===== config.mk =====
export PLATFORM = sky130hd
export DESIGN_NAME = torus_route_sel
export DESIGN_NICKNAME = d
export VERILOG_FILES = /design/src/rtl/torus_pkg.sv /design/src/rtl/torus_dim_dir.sv /design/src/rtl/torus_adapt_pick.sv /design/src/rtl/torus_route_sel.sv
export SDC_FILE = /design/constraint.sdc
export NUM_CORES = 1
export LEC_CHECK = 0
export BUFFER_PORTS_ARGS = -buffer_cell sky130_fd_sc_hd__buf_2
export CORE_ASPECT_RATIO = 0.8
export CORE_MARGIN = 10
export CORE_UTILIZATION = 45
export CTS_BUF_LIST = sky130_fd_sc_hd__clkbuf_4
export CTS_CLUSTER_SIZE = 8
export DETAILED_ROUTE_END_ITERATION = 6
export PLACE_DENSITY = 0.8
export SLEW_MARGIN = 20
export SYNTH_ARGS = -nofsm -noshare
export SYNTH_HDL_FRONTEND = slang
export SYNTH_SLANG_ARGS = --single-unit

===== constraint.sdc =====
create_clock -name clk -period 5.55 [get_ports clk]
set_clock_uncertainty 0.15 [all_clocks]
set_input_delay 1.11 -clock clk [delete_from_list [all_inputs] [get_ports clk]]
set_output_delay 1.11 -clock clk [all_outputs]
set_load 0.01 [all_outputs]

===== src/rtl/torus_pkg.sv =====
package torus_pkg;
    localparam int NPORT  = 6;
    localparam int NVC    = 4;
    localparam int NDIM   = 3;
    localparam int VC_ESC = 2;
    localparam int VC_PRI = 3;

    typedef enum logic [1:0] {
        DIR_NONE  = 2'd0,
        DIR_PLUS  = 2'd1,
        DIR_MINUS = 2'd2
    } dir_e;

    typedef struct packed {
        logic       valid;
        logic       at_home;
        logic [2:0] port;
        logic [1:0] vc;
    } grant_t;
endpackage


===== src/rtl/torus_dim_dir.sv =====
module torus_dim_dir
    import torus_pkg::*;
#(
    parameter int W = 6
) (
    input  logic [W-1:0] cur,
    input  logic [W-1:0] dst,
    output dir_e         dir
);
    localparam logic [W-1:0] HALF = {1'b1, {(W-1){1'b0}}};

    logic [W-1:0] fwd;

    always_comb begin
        fwd = dst - cur;
        if (fwd == '0)
            dir = DIR_NONE;
        else if (fwd <= HALF)
            dir = DIR_PLUS;
        else
            dir = DIR_MINUS;
    end
endmodule


===== src/rtl/torus_adapt_pick.sv =====
module torus_adapt_pick
    import torus_pkg::*;
#(
    parameter int CW  = 4,
    parameter int PKT = 8
) (
    input  logic [NPORT-1:0]        cand,
    input  logic [NPORT*NVC*CW-1:0] credit_lvl,
    output logic                    found,
    output logic [2:0]              best_port,
    output logic                    best_vc
);
    logic [CW-1:0] best_cr;

    always_comb begin
        found     = 1'b0;
        best_port = 3'd0;
        best_vc   = 1'b0;
        best_cr   = '0;
        for (int p = 0; p < NPORT; p++) begin
            for (int v = 0; v < 2; v++) begin
                if (cand[p] && credit_lvl[(p*NVC+v)*CW +: CW] >= CW'(PKT) &&
                    (!found || credit_lvl[(p*NVC+v)*CW +: CW] > best_cr)) begin
                    found     = 1'b1;
                    best_port = 3'(p);
                    best_vc   = 1'(v);
                    best_cr   = credit_lvl[(p*NVC+v)*CW +: CW];
                end
            end
        end
    end
endmodule


===== src/rtl/torus_route_sel.sv =====
module torus_route_sel
    import torus_pkg::*;
#(
    parameter int XW  = 6,
    parameter int YW  = 5,
    parameter int ZW  = 5,
    parameter int CW  = 4,
    parameter int PKT = 8
) (
    input  logic                    clk,
    input  logic                    rst_n,
    input  logic [XW-1:0]           node_x,
    input  logic [YW-1:0]           node_y,
    input  logic [ZW-1:0]           node_z,
    input  logic [XW-1:0]           dest_x,
    input  logic [YW-1:0]           dest_y,
    input  logic [ZW-1:0]           dest_z,
    input  logic                    hdr_prio,
    input  logic                    hdr_valid,
    output logic                    hdr_ready,
    input  logic [NPORT*NVC*CW-1:0] credit_lvl,
    output logic                    gnt_valid,
    output logic                    gnt_local,
    output logic [2:0]              gnt_port,
    output logic [1:0]              gnt_vc,
    input  logic                    gnt_ready
);
    dir_e             dirs [NDIM];
    logic [NPORT-1:0] cand;
    logic             at_home;
    logic [2:0]       dor_port;
    logic             ad_found;
    logic [2:0]       ad_port;
    logic             ad_vc;
    logic [CW-1:0]    esc_cr;
    logic [CW-1:0]    pri_cr;
    logic             can_go;
    grant_t           pick;
    grant_t           gnt_d, gnt_q;

    torus_dim_dir #(.W(XW)) u_dir_x (.cur(node_x), .dst(dest_x), .dir(dirs[0]));
    torus_dim_dir #(.W(YW)) u_dir_y (.cur(node_y), .dst(dest_y), .dir(dirs[1]));
    torus_dim_dir #(.W(ZW)) u_dir_z (.cur(node_z), .dst(dest_z), .dir(dirs[2]));

    for (genvar d = 0; d < NDIM; d++) begin : g_cand
        assign cand[2*d]   = (dirs[d] == DIR_PLUS);
        assign cand[2*d+1] = (dirs[d] == DIR_MINUS);
    end

    always_comb begin
        dor_port = 3'd0;
        for (int d = NDIM-1; d >= 0; d--) begin
            if (dirs[d] != DIR_NONE)
                dor_port = 3'(2*d + ((dirs[d] == DIR_MINUS) ? 1 : 0));
        end
    end

    assign at_home = (cand == '0);
    assign esc_cr  = credit_lvl[(int'(dor_port)*NVC + VC_ESC)*CW +: CW];
    assign pri_cr  = credit_lvl[(int'(dor_port)*NVC + VC_PRI)*CW +: CW];

    torus_adapt_pick #(.CW(CW), .PKT(PKT)) u_pick (
        .cand      (cand),
        .credit_lvl(credit_lvl),
        .found     (ad_found),
        .best_port (ad_port),
        .best_vc   (ad_vc)
    );

    always_comb begin
        pick   = '0;
        can_go = 1'b0;
        if (at_home) begin
            can_go       = 1'b1;
            pick.at_home = 1'b1;
        end else if (hdr_prio) begin
            if (pri_cr >= CW'(PKT)) begin
                can_go    = 1'b1;
                pick.port = dor_port;
                pick.vc   = 2'(VC_PRI);
            end
        end else if (ad_found) begin
            can_go    = 1'b1;
            pick.port = ad_port;
            pick.vc   = {1'b0, ad_vc};
        end else if (esc_cr >= CW'(PKT)) begin
            can_go    = 1'b1;
            pick.port = dor_port;
            pick.vc   = 2'(VC_ESC);
        end

        hdr_ready = (!gnt_q.valid || gnt_ready) && can_go;

        gnt_d = gnt_q;
        if (gnt_ready)
            gnt_d.valid = 1'b0;
        if (hdr_valid && hdr_ready) begin
            gnt_d       = pick;
            gnt_d.valid = 1'b1;
        end
    end

    always_ff @(posedge clk or negedge rst_n) begin
        if (!rst_n)
            gnt_q <= '0;
        else
            gnt_q <= gnt_d;
    end

    assign gnt_valid = gnt_q.valid;
    assign gnt_local = gnt_q.at_home;
    assign gnt_port  = gnt_q.port;
    assign gnt_vc    = gnt_q.vc;


    accept_gnt_chk: assert property (@(posedge clk) disable iff (!rst_n)
        (hdr_valid && hdr_ready) |=> gnt_valid);


    hold_gnt_chk: assert property (@(posedge clk) disable iff (!rst_n)
        (gnt_valid && !gnt_ready) |=> (gnt_valid && $stable(gnt_port) &&
                                       $stable(gnt_vc) && $stable(gnt_local)));


    block_hdr_chk: assert property (@(posedge clk) disable iff (!rst_n)
        (gnt_valid && !gnt_ready) |-> !hdr_ready);


    prio_vc_chk: assert property (@(posedge clk) disable iff (!rst_n)
        (hdr_valid && hdr_ready && hdr_prio && !at_home) |=> (gnt_vc == 2'(VC_PRI)));


    home_gnt_chk: assert property (@(posedge clk) disable iff (!rst_n)
        (hdr_valid && hdr_ready && node_x == dest_x && node_y == dest_y &&
         node_z == dest_z) |=> gnt_local);


    adapt_credit_chk: assert property (@(posedge clk) disable iff (!rst_n)
        (hdr_valid && hdr_ready && !hdr_prio && ad_found && !at_home) |=>
        (gnt_vc[1] == 1'b0 && !gnt_local));
endmodule


* Yosys cells after proc, flatten, opt, wreduce, memory -nomap -nowiden
Index checks and enable logic that the tools add are counted.
** Word-level totals
- Input bits :: 133
- Register bits :: 7
- Word-level logic and storage cells :: 173
- Bits in read-only memories :: 0
- Memories kept :: 0
- Latch bits :: 0
- RAM bits :: 0
** Cells by class
- Magnitude comparators :: 28
- $add $sub $neg :: 7
- Shift operators :: 2
- $mul :: 0
- Eq/ne operators :: 6
- Bitwise logic cells :: 0
- Reductions and logical operators :: 57
- Divide/modulo/power cells :: 0
- Mux-type cells :: 69
** Operators with widths (number)
- $shiftx 96x9->4 :: 2
- $ge 4x4->1 const B :: 14
- $gt 4x4->1 :: 11
- $mux 4 :: 11
- $mux 1 :: 35
- $logic_and 1x1->1 :: 25
- $mux 5 :: 5
- $mux 3 :: 7
- $mux 2 :: 10
- $add 5x2->6 const B :: 2
- $logic_not 1->1 :: 12
- $logic_not 6->1 :: 2
- $logic_or 1x1->1 :: 12
- $le 5x5->1 const B :: 2
- $logic_not 5->1 :: 2
- $sub 5x5->5 :: 2
- $reduce_bool 2->1 :: 4
- $mux 7 :: 1
- $eq 2x1->1 const B :: 3
- $eq 2x2->1 const B :: 3
- $le 6x6->1 const B :: 1
- $sub 6x6->6 :: 1
- $add 2x1->3 const A :: 1
- $add 3x1->3 const A :: 1

* Longest topological paths before layout
- Word-level depth :: 57
- Mapped depth :: 95

* Cells and area by module
From an unflattened synthesis, not the netlist that was laid out.
** Unflattened totals
- Cells, all modules :: 472
- Area total of the unflattened synthesis :: 3529.6 um2
** By module, submodules not included
- torus_adapt_pick :: cells each 299, area each 2125.8 um2, instances 1
- torus_route_sel :: cells each 93, area each 812.0 um2, instances 1
- torus_dim_dir (u_dir_y ...) :: cells each 22, area each 158.9 um2, instances 2
- torus_dim_dir (u_dir_x) :: cells each 36, area each 274.0 um2, instances 1

* Worst setup path before layout
No wires, ideal clock.
- Path kind :: input -> register
- Start :: input dest_x[0]
- End :: register gnt_q (netlist bit gnt_port[0])
- Slack :: -11.938 ns
- Stages :: 93
- Library setup time :: 0.127 ns
- Buffers on the path :: 0
- Arrival time :: 17.211 ns
- Cells stage by stage :: inv_1 > ha_1 > fa_1 > nand2b_1 > a21oi_1 > xnor2_2 > nand2_2 > xnor2_2 > nand3_1 > ha_1 > nor2b_1 > o21a_1 > o21a_1 > o311a_1 > a32oi_1 > o21ai_0 > inv_1 > ha_1 > [57 not listed] > o21ai_0 > nand2b_1 > a21oi_1 > a41o_1 > a21oi_1 > o21ba_2 > a22oi_1 > ha_1 > nor2b_1 > o21ai_0 > nand2b_1 > a21oi_1 > a41oi_1 > o211a_1 > nor2_1 > o22ai_1 > a21oi_1 > o22ai_1
** On the way
- Cells in the longest elaborated chain, start to end :: 56
- Elaborated cells on any way between the ends :: 110
- Those cells by class :: add/sub (3); order compare (14); eq/ne (2); shift (2); mux (47); reduce/logical (42)
** Ends and longest elaborated chain
- from (decl) :: line torus_route_sel.sv:15 : input logic [XW-1:0] dest_x,
- $sub 6x6->6 (*) :: line torus_dim_dir.sv:15 : fwd = dst - cur;
- $le 6x6->1 :: line torus_dim_dir.sv:18 : else if (fwd <= HALF)
- $mux 2 :: line torus_dim_dir.sv:18
- $mux 2 (*) :: line torus_dim_dir.sv:16 : if (fwd == '0)
- $eq 2x1->1 :: line torus_route_sel.sv:46 : assign cand[2*d] = (dirs[d] == DIR_PLUS);
- $logic_and 1x1->1 :: line torus_adapt_pick.sv:22 : if (cand[p] && credit_lvl[(p*NVC+v)*CW +: CW] >= CW'(PKT) &&
- $mux 4 or $mux 1 (tied branches) :: line torus_adapt_pick.sv:22
- $gt 4x4->1 or $logic_not 1->1 (tied branches) :: line torus_adapt_pick.sv:23 : (!found || credit_lvl[(p*NVC+v)*CW +: CW] > best_cr)) begin
- [40 not listed]
- $logic_or 1x1->1 :: line torus_adapt_pick.sv:23
- $logic_and 1x1->1 :: line torus_adapt_pick.sv:22
- $mux 1 :: line torus_adapt_pick.sv:22
- $mux 1 :: line torus_route_sel.sv:82 : end else if (ad_found) begin
- $mux 1 :: line torus_route_sel.sv:76 : end else if (hdr_prio) begin
- $mux 1 :: line torus_route_sel.sv:73 : if (at_home) begin
- $logic_and 1x1->1 :: line torus_route_sel.sv:92 : hdr_ready = (!gnt_q.valid || gnt_ready) && can_go;
- $logic_and 1x1->1 :: line torus_route_sel.sv:97 : if (hdr_valid && hdr_ready) begin
- to (signal assigned) :: line torus_route_sel.sv:107 : gnt_q <= gnt_d;
- to (decl) :: line torus_route_sel.sv:39 : grant_t gnt_d, gnt_q;
Every way passes the cells marked *; elsewhere a longest branch is shown, timed or not.
A chain may end at the register's enable or synchronous reset.

* Worst setup path after layout
- Start :: input dest_x[0]
- End :: register gnt_q (netlist bit gnt_port[2])
Same word-level chain as after synthesis.

==> run summary <==
status = finished with violations
failing checks = setup timing
synthesized cell area = 3100 um^2
CP endpoint kind = flop
layout cells sized above 1 = 0.559
die extent in y = 94.2 um
routed wire length per instance = 22.4 um
Worst path slowest cell = fa_2
commonest non-fill, non-tap cells in the layout = buf_4, buf_2, inv_1, ha_1, nand2_1
Synth Area in Compound Gates = 0.299
synth warn = 0
# DRC = 0
Critical R2R Capture = gnt_port[1]$_DFFE_PN0P_
R2R Path Start = gnt_valid$_DFFE_PN0P_
FILL cells = 302
maximum clock frequency = 0.0550 GHz
Largest delay share family, worst path = compound AO/OA/AOI/OAI gates
EDFF count, synth = 0
final setup fails = 5
Die X = 113 um
GRT Residual Overflow = 0
DP Area = 4780 um^2
Layout area overhead = 81.1%
mux cell area share after synthesis = 0.0897
Main synth FF type = dfrtp_1
Row Count = 26
syn_nets = 607
IO Port Bufs = 104
path type of the worst min-delay path = reg -> reg
crit share post-route = 3.28
largest net degree at the start of global routing = 10
CTS tree = yes
Core Area = 6540 um^2
Worst setup endpoint = gnt_port[2]$_DFFE_PN0P_
Crit path top cell by count = ha_4
main combinational cell family by area after synthesis = compound AO/OA/AOI/OAI gates
setup ws final = -12,630 ps
via count = 4,968
sequential cell area = 175 um^2
Initial Util = 0.473
RSZ-0062 raised after global routing = yes
vias in the first global route = 4,759
Reg2Reg Setup Slack = 3670 ps
xor/xnor share of the synthesized area = 0.0384
DP Worst Slack = -11,770 ps
worst rel slew slack = 0.647
gpl congestion = 0.859
first-pass GRT wire length = 21.9 mm
MaxCap Viol Count = 0
via-per-instance ratio = 6.49
Crit. Startpoint = dest_x[0]
Netlist cell types = 72
Post-Synth Adder-Cell Area = 0.229
simple-gate share of the synthesized area = 0.218
pwr dens = 331 nW/um^2
post-synth top area cell = ha_1
initial antenna violation count = 0
leakage = 2.92 nW
Crit path depth = 96
Antenna Nets Post-Route = 0
R2R cell count = 8
post-route cell area = 5610 um^2
number of clock sinks = 7
Max IR drop VDD = 0.000160 V
min Tclk post-route = 18,180 ps
Die ar. = 10,600 um^2
First DRT Iteration DRCs = 503
First-pass DRT Iterations = 5
CP max FO = 6
post-synthesis sequential area ratio = 0.0566
Slew Viols, Final = 0
HPWL after detailed placement = 9.86 mm
Nets = 872
data required time at the worst endpoint = 5560 ps
Post-Syn Area per Cell = 7.41 um^2
CTS Buffer Depth = 2
area of the multi-input gates = 3320 um^2
Slew @ Worst Pin = 529 ps
drt total wl = 17.2 mm
Reg clk slew, reported paths = 60 ps
WS Path Type = in -> reg
FFs w/ async S/R, synth = 1.00
n_diodes = 0
CTS buffer count = 3
top cells by area, synth = ha_1, inv_1, dfrtp_1, nand2_1, o21ai_0
startpoint types = input pin
Synth top area share = 0.222
Hold Fails Final Rpt = 0
number of H-tree levels = 1
commonest non-fill, non-tap cell in the layout = buf_4
Buf/Inv on CP = 9
CP arrival = 18,190 ps
GRT Overall Usage = 0.242
# IOs = 141
Root Buffer = clkbuf_4
clock latency on the worst-skew pair = 270 ps
Critical Path Max Stage Delay = 540 ps
Yosys reg bits = 7
Cells after Synth = 418
-- layout make-up --
type | instances | share of cell area
clock buffers | 4 | 0.00536
repair buffers | 267 | 0.319
flip-flops and latches | 7 | 0.0312
well taps | 84 | 0.0187
multi-input cells | 355 | 0.592
inverters | 49 | 0.0337
-- power by group --
group / switching [mW] / leakage, nW / total [mW] / internal [mW]
registers: 0.0109 / 0.0861 / 0.0786 / 0.0677
clock network: 0.0249 / 0.0184 / 0.0576 / 0.0327
logic: 0.841 / 2.81 / 1.72 / 0.878
-- per-layer routing --
metal  wire length [um]  share of wire  GRT usage
met5                  0              0          0
met4               1300          0.076      0.113
met3               2190           0.13     0.0543
met2               7670           0.45      0.436
met1               6020           0.35      0.264
-- how the worst min path moves through the flow --
stage | startpoint | end | slack (ps) | cells after the start
finish | gnt_vc[1]$_DFFE_PN0P_ | gnt_vc[1]$_DFFE_PN0P_ | 350 | 2
global route | gnt_vc[1]$_DFFE_PN0P_ | gnt_vc[1]$_DFFE_PN0P_ | 370 | 2
CTS | gnt_local$_DFFE_PN0P_ | gnt_local$_DFFE_PN0P_ | 340 | 2
detailed placement | gnt_local$_DFFE_PN0P_ | gnt_local$_DFFE_PN0P_ | 330 | 2
global placement | gnt_local$_DFFE_PN0P_ | gnt_local$_DFFE_PN0P_ | 310 | 2
floorplan | gnt_local$_DFFE_PN0P_ | gnt_local$_DFFE_PN0P_ | 370 | 2
-- cell usage after synthesis, drive strengths merged (3+ instances only) --
cell type	n
a21boi	5
a21o	7
a21oi	26
a31oi	6
a32oi	3
and2	4
and3	9
buf	3
clkbuf	4
dfrtp	7
ha	55
inv	49
mux2	12
mux2i	12
nand2	42
nand2b	6
nand3	14
nand4	5
nor2	20
nor2b	9
nor3	10
o211ai	4
o21a	8
o21ai	30
o22ai	6
o31a	3
o31ai	5
xnor2	7
xor2	4
-- worst register-to-register path, cell delays in order, from the launching register on --
cell	delay [ps]
dfrtp_1	340
nor2b_1	260
a21oi_4	60
buf_4	140
buf_4	140
nand2_1	160
buf_4	210
mux2i_1	220
o21ai_1	80
-- repair_timing --
action / in CTS / in global routing
buffers inserted: 32 / 16
gates resized for setup: 39 / 50
hold buffers: 0 / 0
pin swaps: 47 / 71
endpoints found under the setup margin: 5 / 5
hold endpoints to repair: 0 / 0
-- sequential cells by signal (all words and copies together) (netlist names) --
register / count
gnt_vc: 2
gnt_local: 1
gnt_port: 3
gnt_valid: 1
-- per-stage QoR --
| stage | hold WS, ps | TNS (ps) | instances | utilization | power (mW) |
|---|---|---|---|---|---|
| 6_report | 354 | -50470 | 766 | 0.857 | 1.85 |
| 5_1_grt | 374 | -51930 | 766 | 0.857 | 1.93 |
| 4_1_cts | 339 | -44590 | 750 | 0.799 | 1.49 |
| 3_5_place_dp | 326 | -47290 | 714 | 0.732 | 1.25 |
| 3_3_place_gp | 308 | -44280 | 714 | 0.732 | 1.21 |
| 2_1_floorplan | 366 | -42220 | 418 | - | 0.804 |
-- cells by family (layout without fill, tap and decap cells) --
family	Yosys count	in the layout
AOI/OAI and AO/OA	132	132
buffers and inverters	56	320
adders and majority gates	56	56
DFF	7	7
muxes	24	24
and+or+nand+nor	132	132
xor gates and xnor gates	11	11
(Power assumes the default switching activity.)
